--- config.mk ---
export PLATFORM = sky130hd
export DESIGN_NAME = prefetch_biu
export DESIGN_NICKNAME = d
export VERILOG_FILES = /design/src/rtl/pfq_pkg.sv /design/src/rtl/pfq_addr_gen.sv /design/src/rtl/pfq_byte_fifo.sv /design/src/rtl/pfq_fetch_ctl.sv /design/src/rtl/prefetch_biu.sv
export SDC_FILE = /design/constraint.sdc
export NUM_CORES = 1
export LEC_CHECK = 0
export CORE_MARGIN = 1.5
export CORE_UTILIZATION = 50
export CTS_CLUSTER_SIZE = 40
export DETAILED_ROUTE_END_ITERATION = 16
export PLACE_DENSITY = 0.76
export SLEW_MARGIN = 20
export SYNTH_ARGS = -nofsm -noshare
export SYNTH_HDL_FRONTEND = slang
export SYNTH_SLANG_ARGS = --single-unit
--- constraint.sdc ---
create_clock -name clk -period 3.2 [get_ports clk]
set_input_delay 0.64 -clock clk [delete_from_list [all_inputs] [get_ports clk]]
set_output_delay 0.64 -clock clk [all_outputs]
set_load 0.02 [all_outputs]
--- src/rtl/pfq_pkg.sv ---
`timescale 1ns/1ps
// Shared definitions for the prefetch unit.
// Assumes instruction bytes are 8 bits wide.
package pfq_pkg;
    localparam int BYTE_W = 8;
    typedef logic [BYTE_W-1:0] byte_t;
    typedef enum logic {ACC_NARROW = 1'b0, ACC_WIDE = 1'b1} acc_size_e;
endpackage

--- src/rtl/pfq_addr_gen.sv ---
`timescale 1ns/1ps
// Forms the physical fetch address from segment and offset.
// Assumes SEG_W + SHIFT == ADDR_W; the sum wraps modulo 2^ADDR_W.
module pfq_addr_gen #(
    parameter int SEG_W  = 16,
    parameter int OFF_W  = 16,
    parameter int SHIFT  = 4,
    parameter int ADDR_W = 20
) (
    input  logic [SEG_W-1:0]  seg_i,
    input  logic [OFF_W-1:0]  off_i,
    output logic [ADDR_W-1:0] addr_o
);
    logic [ADDR_W-1:0] seg_shifted;
    logic [ADDR_W-1:0] off_ext;

    // Shift the segment up and add the offset; the adder drops its carry.
    always_comb begin
        seg_shifted = ADDR_W'({seg_i, {SHIFT{1'b0}}});
        off_ext     = ADDR_W'(off_i);
        addr_o      = seg_shifted + off_ext;
    end
endmodule

--- src/rtl/pfq_byte_fifo.sv ---
`timescale 1ns/1ps
// Circular byte queue with up to two writes and one read per cycle.
// Assumes the writer never pushes more bytes than there are free slots.
module pfq_byte_fifo
    import pfq_pkg::*;
#(
    parameter int DEPTH = 6,
    parameter int CNT_W = $clog2(DEPTH + 1)
) (
    input  logic             clk,
    input  logic             rst_n,
    input  logic             clr_i,
    input  logic [1:0]       push_n_i,
    input  byte_t            push_b0_i,
    input  byte_t            push_b1_i,
    input  logic             pop_i,
    output byte_t            head_o,
    output logic [CNT_W-1:0] count_o,
    output logic             empty_o
);
    localparam int PTR_W = $clog2(DEPTH);

    byte_t            store_q [DEPTH];
    logic [PTR_W-1:0] rd_q, wr_q, wr_nxt1;
    logic [CNT_W-1:0] count_q;
    logic             pop_ok;

    function automatic logic [PTR_W-1:0] ptr_add(input logic [PTR_W-1:0] p, input int k);
        int s;
        s = int'(p) + k;
        if (s >= DEPTH) s = s - DEPTH;
        return PTR_W'(s);
    endfunction

    // A read only counts when a byte is actually held.
    always_comb begin
        pop_ok  = pop_i && (count_q != '0);
        wr_nxt1 = ptr_add(wr_q, 1);
        head_o  = store_q[rd_q];
        count_o = count_q;
        empty_o = (count_q == '0);
    end

    // Write incoming bytes into the slots at the write pointer.
    always_ff @(posedge clk) begin
        for (int i = 0; i < DEPTH; i++) begin
            if (!clr_i && push_n_i != 2'd0 && PTR_W'(i) == wr_q)
                store_q[i] <= push_b0_i;
            else if (!clr_i && push_n_i == 2'd2 && PTR_W'(i) == wr_nxt1)
                store_q[i] <= push_b1_i;
        end
    end

    // Move the pointers and the fill count; clear wins over everything.
    always_ff @(posedge clk) begin
        if (!rst_n || clr_i) begin
            rd_q    <= '0;
            wr_q    <= '0;
            count_q <= '0;
        end else begin
            if (pop_ok) rd_q <= ptr_add(rd_q, 1);
            wr_q    <= ptr_add(wr_q, int'(push_n_i));
            count_q <= count_q + CNT_W'(push_n_i) - CNT_W'(pop_ok);
        end
    end
endmodule

--- src/rtl/pfq_fetch_ctl.sv ---
`timescale 1ns/1ps
// Fetch sequencer: keeps the fetch offset, decides when and how wide to read,
// and picks byte lanes from the returned data.
// Assumes memory answers with a single ready pulse and only while a request is up.
module pfq_fetch_ctl
    import pfq_pkg::*;
#(
    parameter int             BUS_W     = 16,
    parameter int             Q_DEPTH   = 6,
    parameter int             OFF_W     = 16,
    parameter int             CNT_W     = $clog2(Q_DEPTH + 1),
    parameter logic [OFF_W-1:0] RESET_OFF = '0
) (
    input  logic             clk,
    input  logic             rst_n,
    input  logic             flush_i,
    input  logic [OFF_W-1:0] flush_off_i,
    input  logic [CNT_W-1:0] q_count_i,
    input  logic             mem_rdy_i,
    input  logic [BUS_W-1:0] mem_rdata_i,
    output logic             req_o,
    output logic             wide_o,
    output logic [OFF_W-1:0] off_o,
    output logic [1:0]       push_n_o,
    output byte_t            push_b0_o,
    output byte_t            push_b1_o
);
    localparam bit WIDE_BUS = (BUS_W == 16);

    logic             busy_q;
    acc_size_e        size_q, size_nxt;
    logic [OFF_W-1:0] off_q;
    logic [CNT_W:0]   need, fill_after;
    logic             room, start, accept;

    // Choose the next access size and test whether the queue can take it.
    always_comb begin
        size_nxt   = (WIDE_BUS && !off_q[0]) ? ACC_WIDE : ACC_NARROW;
        need       = (size_nxt == ACC_WIDE) ? (CNT_W+1)'(2) : (CNT_W+1)'(1);
        fill_after = {1'b0, q_count_i} + need;
        room       = fill_after <= (CNT_W+1)'(Q_DEPTH);
        start      = !busy_q && !flush_i && room;
        accept     = busy_q && mem_rdy_i && !flush_i;
        push_n_o   = !accept ? 2'd0 : (size_q == ACC_WIDE) ? 2'd2 : 2'd1;
        req_o      = busy_q;
        wide_o     = busy_q && (size_q == ACC_WIDE);
        off_o      = off_q;
    end

    // Lane selection depends on the bus width.
    generate
        if (WIDE_BUS) begin : g_word_bus
            always_comb begin
                push_b0_o = off_q[0] ? mem_rdata_i[15:8] : mem_rdata_i[7:0];
                push_b1_o = mem_rdata_i[15:8];
            end
        end else begin : g_byte_bus
            always_comb begin
                push_b0_o = mem_rdata_i[7:0];
                push_b1_o = '0;
            end
        end
    endgenerate

    // Track the pending access and advance the offset by the bytes loaded.
    always_ff @(posedge clk) begin
        if (!rst_n) begin
            busy_q <= 1'b0;
            size_q <= ACC_NARROW;
            off_q  <= RESET_OFF;
        end else if (flush_i) begin
            busy_q <= 1'b0;
            off_q  <= flush_off_i;
        end else if (accept) begin
            busy_q <= 1'b0;
            off_q  <= off_q + OFF_W'(push_n_o);
        end else if (start) begin
            busy_q <= 1'b1;
            size_q <= size_nxt;
        end
    end
endmodule

--- src/rtl/prefetch_biu.sv ---
`timescale 1ns/1ps
// Instruction prefetch unit: fetches code bytes ahead of use into a byte queue.
// Assumes cseg_i stays constant while an access is pending unless flushed.
module prefetch_biu
    import pfq_pkg::*;
#(
    parameter int             BUS_W     = 16,
    parameter int             Q_DEPTH   = 6,
    parameter int             SEG_W     = 16,
    parameter int             OFF_W     = 16,
    parameter int             SHIFT     = 4,
    parameter int             ADDR_W    = 20,
    parameter logic [OFF_W-1:0] RESET_OFF = '0,
    localparam int            CNT_W     = $clog2(Q_DEPTH + 1)
) (
    input  logic              clk,
    input  logic              rst_n,
    input  logic [SEG_W-1:0]  cseg_i,
    input  logic              flush_i,
    input  logic [OFF_W-1:0]  flush_off_i,
    input  logic              take_i,
    output logic [7:0]        q_byte_o,
    output logic              q_empty_o,
    output logic [CNT_W-1:0]  q_count_o,
    output logic              mem_req_o,
    output logic              mem_wide_o,
    output logic [ADDR_W-1:0] mem_addr_o,
    input  logic              mem_rdy_i,
    input  logic [BUS_W-1:0]  mem_rdata_i
);
    logic [OFF_W-1:0] fetch_off;
    logic [1:0]       push_n;
    byte_t            push_b0, push_b1;

    pfq_fetch_ctl #(
        .BUS_W(BUS_W), .Q_DEPTH(Q_DEPTH), .OFF_W(OFF_W),
        .CNT_W(CNT_W), .RESET_OFF(RESET_OFF)
    ) ctl_i (
        .clk(clk), .rst_n(rst_n), .flush_i(flush_i), .flush_off_i(flush_off_i),
        .q_count_i(q_count_o), .mem_rdy_i(mem_rdy_i), .mem_rdata_i(mem_rdata_i),
        .req_o(mem_req_o), .wide_o(mem_wide_o), .off_o(fetch_off),
        .push_n_o(push_n), .push_b0_o(push_b0), .push_b1_o(push_b1)
    );

    pfq_addr_gen #(
        .SEG_W(SEG_W), .OFF_W(OFF_W), .SHIFT(SHIFT), .ADDR_W(ADDR_W)
    ) agen_i (
        .seg_i(cseg_i), .off_i(fetch_off), .addr_o(mem_addr_o)
    );

    pfq_byte_fifo #(
        .DEPTH(Q_DEPTH), .CNT_W(CNT_W)
    ) fifo_i (
        .clk(clk), .rst_n(rst_n), .clr_i(flush_i), .push_n_i(push_n),
        .push_b0_i(push_b0), .push_b1_i(push_b1), .pop_i(take_i),
        .head_o(q_byte_o), .count_o(q_count_o), .empty_o(q_empty_o)
    );
endmodule

; ---- Word-level counts from Yosys, hierarchy flattened
; Memory sizes are Yosys's and may differ from the RTL's. A register that Yosys moved wholly into a read port is not among the register bits.
; Cells that the tools add are included.
[word_totals]
ram_bits = 48
inputBits = 53
register_bits = 27
output_inout_bits = 34
wordCells = 138
mem_count = 1
[memory_table]
columns = memory, depth, word_bits, read_ports, rd_ports_with_merged_regs, write_ports, line_no
row1 = fifo_i.store_q, 6, 8, 1, 1, 2, pfq_byte_fifo.sv:23  ; byte_t store_q [DEPTH];
[classes]
add_sub_neg = 11
reduce_logical = 36
n_lt_le_gt_ge = 4
mux = 60
bitwise = 9
n_eq_ne = 11
[op_table]
columns = operator, count
row1 = 8-bit two-way mux, 11
row2 = 1-bit two-way mux, 35
row3 = 16-bit two-way mux, 2
row4 = 8-bit OR reduction, 4
row5 = 3-bit two-way mux, 9
row6 = 20-bit by 16-bit adder with 20-bit output, 1
row7 = 1-bit logical AND, 20
row8 = 16-bit by 2-bit adder with 16-bit output, 1
row9 = "2-bit by 3-bit == test with 1-bit output, first input constant", 4
row10 = "3-bit == test, first input constant", 4
row11 = "4-bit by 3-bit >= comparator with 1-bit output, second input constant", 3
row12 = 3-bit zero test, 3
row13 = "3-bit by 2-bit subtractor with 3-bit output, second input constant", 3
row14 = "3-bit by 1-bit adder with 4-bit output, second input constant", 2
row15 = "1-bit by 3-bit == test with 1-bit output, first input constant", 2
row16 = 2-bit two-way mux, 3
row17 = 1-bit OR, 6
row18 = 3-bit by 2-bit adder with 4-bit output, 1
row19 = 3-bit by 4-bit adder with 4-bit output, 1
row20 = "4-bit by 3-bit <= comparator with 1-bit output, second input constant", 1
row21 = 2-bit nonzero test, 2
row22 = 3-bit by 2-bit adder with 3-bit output, 1
row23 = 1-bit zero test, 3
row24 = 1-bit NOT, 3
row25 = 6 further kinds, 6

; ---- Depth between registers and ports, before layout
[logic_depth]
ltp_word = 13
ltp_mapped = 11
ltp_nobuf = 9

; ---- Hierarchy
; From an unflattened synthesis, not the netlist that was laid out.
[hier_totals]
cells_unflattened = 516
area_unflattened_um2 = 5403.9
[by_module_without_submodules]
columns = module, cells_per_inst, seq_area_each_um2, area_each_um2, n_inst
row1 = pfq_byte_fifo, 255, 1681.6, 3315.7, 1
row2 = pfq_fetch_ctl, 153, 360.3, 1267.5, 1
row3 = pfq_addr_gen, 108, 0.0, 820.8, 1

; ---- Worst setup path before layout
; Ideal clock, no wire load.
[synth_path]
path_kind = input to output
from = input port cseg_i[0]
to = output port mem_addr_o[16]
t_arrival_ns = 2.171
setup_slack_ns = 0.389
cell_stages = 8
required_ns = 2.560
path_buffers = 0
cell_sequence = ha_1 -> inv_1 -> fa_1 -> nor2b_1 -> o31a_1 -> o31a_1 -> o21ai_0 -> xnor2_1
[synth_between]
elab_chain_cells = 1
[synth_lines]
columns = item, line_no
row1 = "start, declared", prefetch_biu.sv:18  ; input logic [SEG_W-1:0] cseg_i,
row2 = 20-bit by 16-bit adder with 20-bit output, pfq_addr_gen.sv:21  ; addr_o = seg_shifted + off_ext;
row3 = "end, declared", prefetch_biu.sv:27  ; output logic [ADDR_W-1:0] mem_addr_o,
; No other way between the ends.

; ---- Worst setup path after layout
[layout_path]
from = input port cseg_i[10]
to = output port mem_addr_o[17]
; The elaborated chain is that of the path after synthesis.

==> impl_metrics.yaml <==
logic_synthesis:
  ys_seq_elements: 78
  synth_area_leaders: "edfxtp_1 28%, dfxtp_1 12%, mux2_2 10%, ha_1 6.5%, xnor2_1 3.7%"
  ys_top_cells_by_count: "48 x edfxtp_1, 48 x mux2_2, 32 x a21oi_1, 32 x o21ai_0, 30 x dfxtp_1"
  synth_nets: 559
  yosysWarnings: 0
  async_flop_share_pct: 0
  ys_seq_area_share_pct: 39.40
  synth.avg_cell_area_um2: 10.89
  synth_top_cell_area_share_pct: 27.81
  netlist_area_um2: 5182
  netlist.top_cell.by_area: "edfxtp_1"
  synthCells: 476
  ys_dominant_reg_cell: "edfxtp_1"
  synth_enable_flop_cells: 48
  synth_cell_types: 60
power:
  power.switching_mw: 0.6536
  power.static_leakage_nw: 2.518
  pwr-share-seq_pct: 48.2
  sw_frac_of_total_pct: 28.28
  power.density_nw_per_um2: 344.5
  internal_power_mw: 1.657
  clkPwrFrac_pct: 27.8
  comb_power_share_pct: 24.1
  finalPower_mw: 2.311
  ir_worst_vdd_mv: 0.1858
layout:
  nets: 678
  layout-drive-gt1-share_pct: 26.50
  diodes: 0
  num-fill-cells: 768
  finalNonFillerCells: 733
  syn_to_final_growth_pct: 29.45
  finalInstanceArea_um2: 6709
  post-route-util_pct: 67.70
timing:
  hold_ws_ns: 0.5180
  final-max-slew-violation-count: 0
  finalHoldViolations: 0
  fin_ws_ns: 0.07706
  final.setup.tns_ns: 0
  relSlewSlack_pct: 52.41
  fin_crit_sh_pct: 97.59
  timing.fmax_mhz: 320.2
  tightest_slew_ns: 0.6958
  period_minus_slack_ns: 3.123
  skew_ns: 0.01006
  setup_viol_count_final: 0
grt:
  grt_usage_pct: 23.30
  busiest_layer: "met2"
  grt_overflow: 0
  use_met2_pct: 40.48
  use_met1_pct: 27.98
  grt_pass1_wl_mm: 20.34
  gr-usage-met3_pct: 4.616
  grt_max_degree: 20
  antenna_found_initial: 0
  grt_pass1_vias: 4209
setup_path:
  r2r-end: "fifo_i.store_q[2][7]"
  critPathBufInv: 2
  crit_start: "cseg_i[10]"
  cp.required_ns: 2.56
  end_kind: "output port"
  crit_chain: "clkdlybuf4s50_1 > ha_2 > nor2_1 > a311o_1 > a2111o_1 > o211ai_1 > buf_4"
  r2r_start: "fifo_i.wr_q[1]"
  reg2regPathDepth: 6
  crit_fanout: 4
  r2r_setup_slack_ns: 0.42
  critical_path.top_delay_family: "compound AO/OA/AOI/OAI gates"
  worst_ep_arrival_time_ns: 2.48
  startpoint_type: "input pin"
  critical_path_class: "input pin to output port"
  crit_cells: 7
  cpMaxStageDelayCell: "clkdlybuf4s50_1"
  crit_end: "mem_addr_o[17]"
  slowest_delay_ns: 0.48
flow_run:
  max_cap_violations: 0
drt:
  drt-total-wl_mm: 12.30
  wl_per_cell_um: 16.78
  dr.pass1.iters: 5
  viasPerCell: 5.649
  drc: 0
  drtIter0Drc: 183
  ant_nets: 0
  vias: 4141
die:
  fp.dieW_um: 104.8
  core-area_um2: 9910
  rows: 36
  die_area_um2: 10990
  num_io_pins: 87
  start_util_pct: 52.30
  die_h_um: 104.8
placed_design:
  placedInstanceArea_um2: 6411
  dpl.hpwl_mm: 8.942
  dp_cells: 715
  port_buffers: 86
  gp_congestion: 0.8643
  dp_slack_ns: -0.6523
clocking:
  cts-root-buf: "clkbuf_8"
  cts_num_sinks: 78
  htreeDepth: 3
  clock_latency_ns: 0.36
  cts_tree: "built"
  cts_max_path_buffers: 2
  cts_buffers: 9
  path_clk_slew_ns: 0.08
status:
  status: "finished clean"
worst_hold_path:
  min_path_type: "register to register"
## per-layer routing
layer,up-vias,wire (um)
li1,2019,-
met1,1990,5141
met2,113,6253
met3,19,664
met4,0,240
met5,-,0
## placed cells by master, fill, tap and decap left out, drive strengths merged, types with 3 or more instances in the layout
cell type and n:
a41oi 7, nand4 4, nor2 26, nor3 12, o211ai 3, buf 53, nand3 13, xor2 8
o31a 3, or3 3, o211a 6, clkinv 5, a21o 5, nand2b 5, mux4 8, and4 3
clkbuf 11, o21ai 32, mux2i 11, nand4b 3, clkdlybuf4s50 62, nor2b 5, nor3b 5, fa 3
nand2 29, edfxtp 48, a21oi 32, ha 27, and2 6, inv 21, dlygate4sd2 9, nand3b 3
mux2 48, xnor2 23, dlymetal6s2s 5, dfxtp 30
## area by class of cell
cell class / instances / area [um2] / share of cell area [%]
clock buffer: 10 / 127.6 / 1.902
clock inverter: 6 / 38.79 / 0.5781
inverter: 21 / 78.83 / 1.175
multi-input combinational: 355 / 3103 / 46.25
sequential: 78 / 2042 / 30.44
tap: 133 / 166.4 / 2.480
timing repair buffer: 130 / 1152 / 17.18
## cell families (layout without fill, tap and decap cells)
kind of cell	count (synthesis)	after routing	share of synthesized area [%]
multiplexers	67	67	16.03
AND/OR/NAND/NOR	124	124	12.58
adder cells (fa/ha/maj)	31	31	7.871
AO/OA/AOI/OAI	102	102	15.02
XOR/XNOR	31	31	5.384
flip-flops	78	78	39.40
buffers and inverters	43	167	3.718
## worst reg2reg max path: stages (launching register included)
cell	delay [ns]
dfxtp_1	0.51
inv_2	0.13
ha_1	0.44
a21oi_1	0.14
a41oi_2	0.55
a41oi_4	0.39
mux2_2	0.38
## power by group through the flow
stage          Sequential (mW)  Clock, mW  Combinational [mW]
3_3_place_gp              1.13          0               0.537
4_1_cts                   1.11      0.654               0.544
2_1_floorplan             1.13          0               0.301
6_report                  1.11      0.641               0.556
5_1_grt                   1.12      0.691               0.602
3_5_place_dp              1.13          0               0.550
## flip-flops by register name, indices dropped and copies added (netlist names), named ones only
name	count
fifo_i.rd_q	3
ctl_i.req_o	1
fifo_i.wr_q	3
ctl_i.size_q	1
fifo_i.store_q	48
fifo_i.count_o	3
ctl_i.off_o	16
## worst min-delay path by stage
stage	start	end	slack (ns)	cells past startpoint
after floorplan	fifo_i.rd_q[2]	register	0.46	2
after global placement	fifo_i.rd_q[2]	fifo_i.rd_q[2]	0.49	2
after detailed placement	fifo_i.rd_q[2]	fifo_i.rd_q[2]	0.52	2
after CTS	fifo_i.rd_q[2]	fifo_i.rd_q[2]	0.53	2
after global routing	fifo_i.rd_q[2]	fifo_i.rd_q[2]	0.55	2
final	fifo_i.rd_q[2]	fifo_i.rd_q[2]	0.52	2
## timing repair
item                                    in CTS  in global routing
pin swaps                                   16                 11
resized for setup                           70                 21
hold buffers                                 0                  0
endpoints found under the setup margin      14                 12
setup buffers                                1                  1
Note: power is estimated with default switching activity, not from simulation.
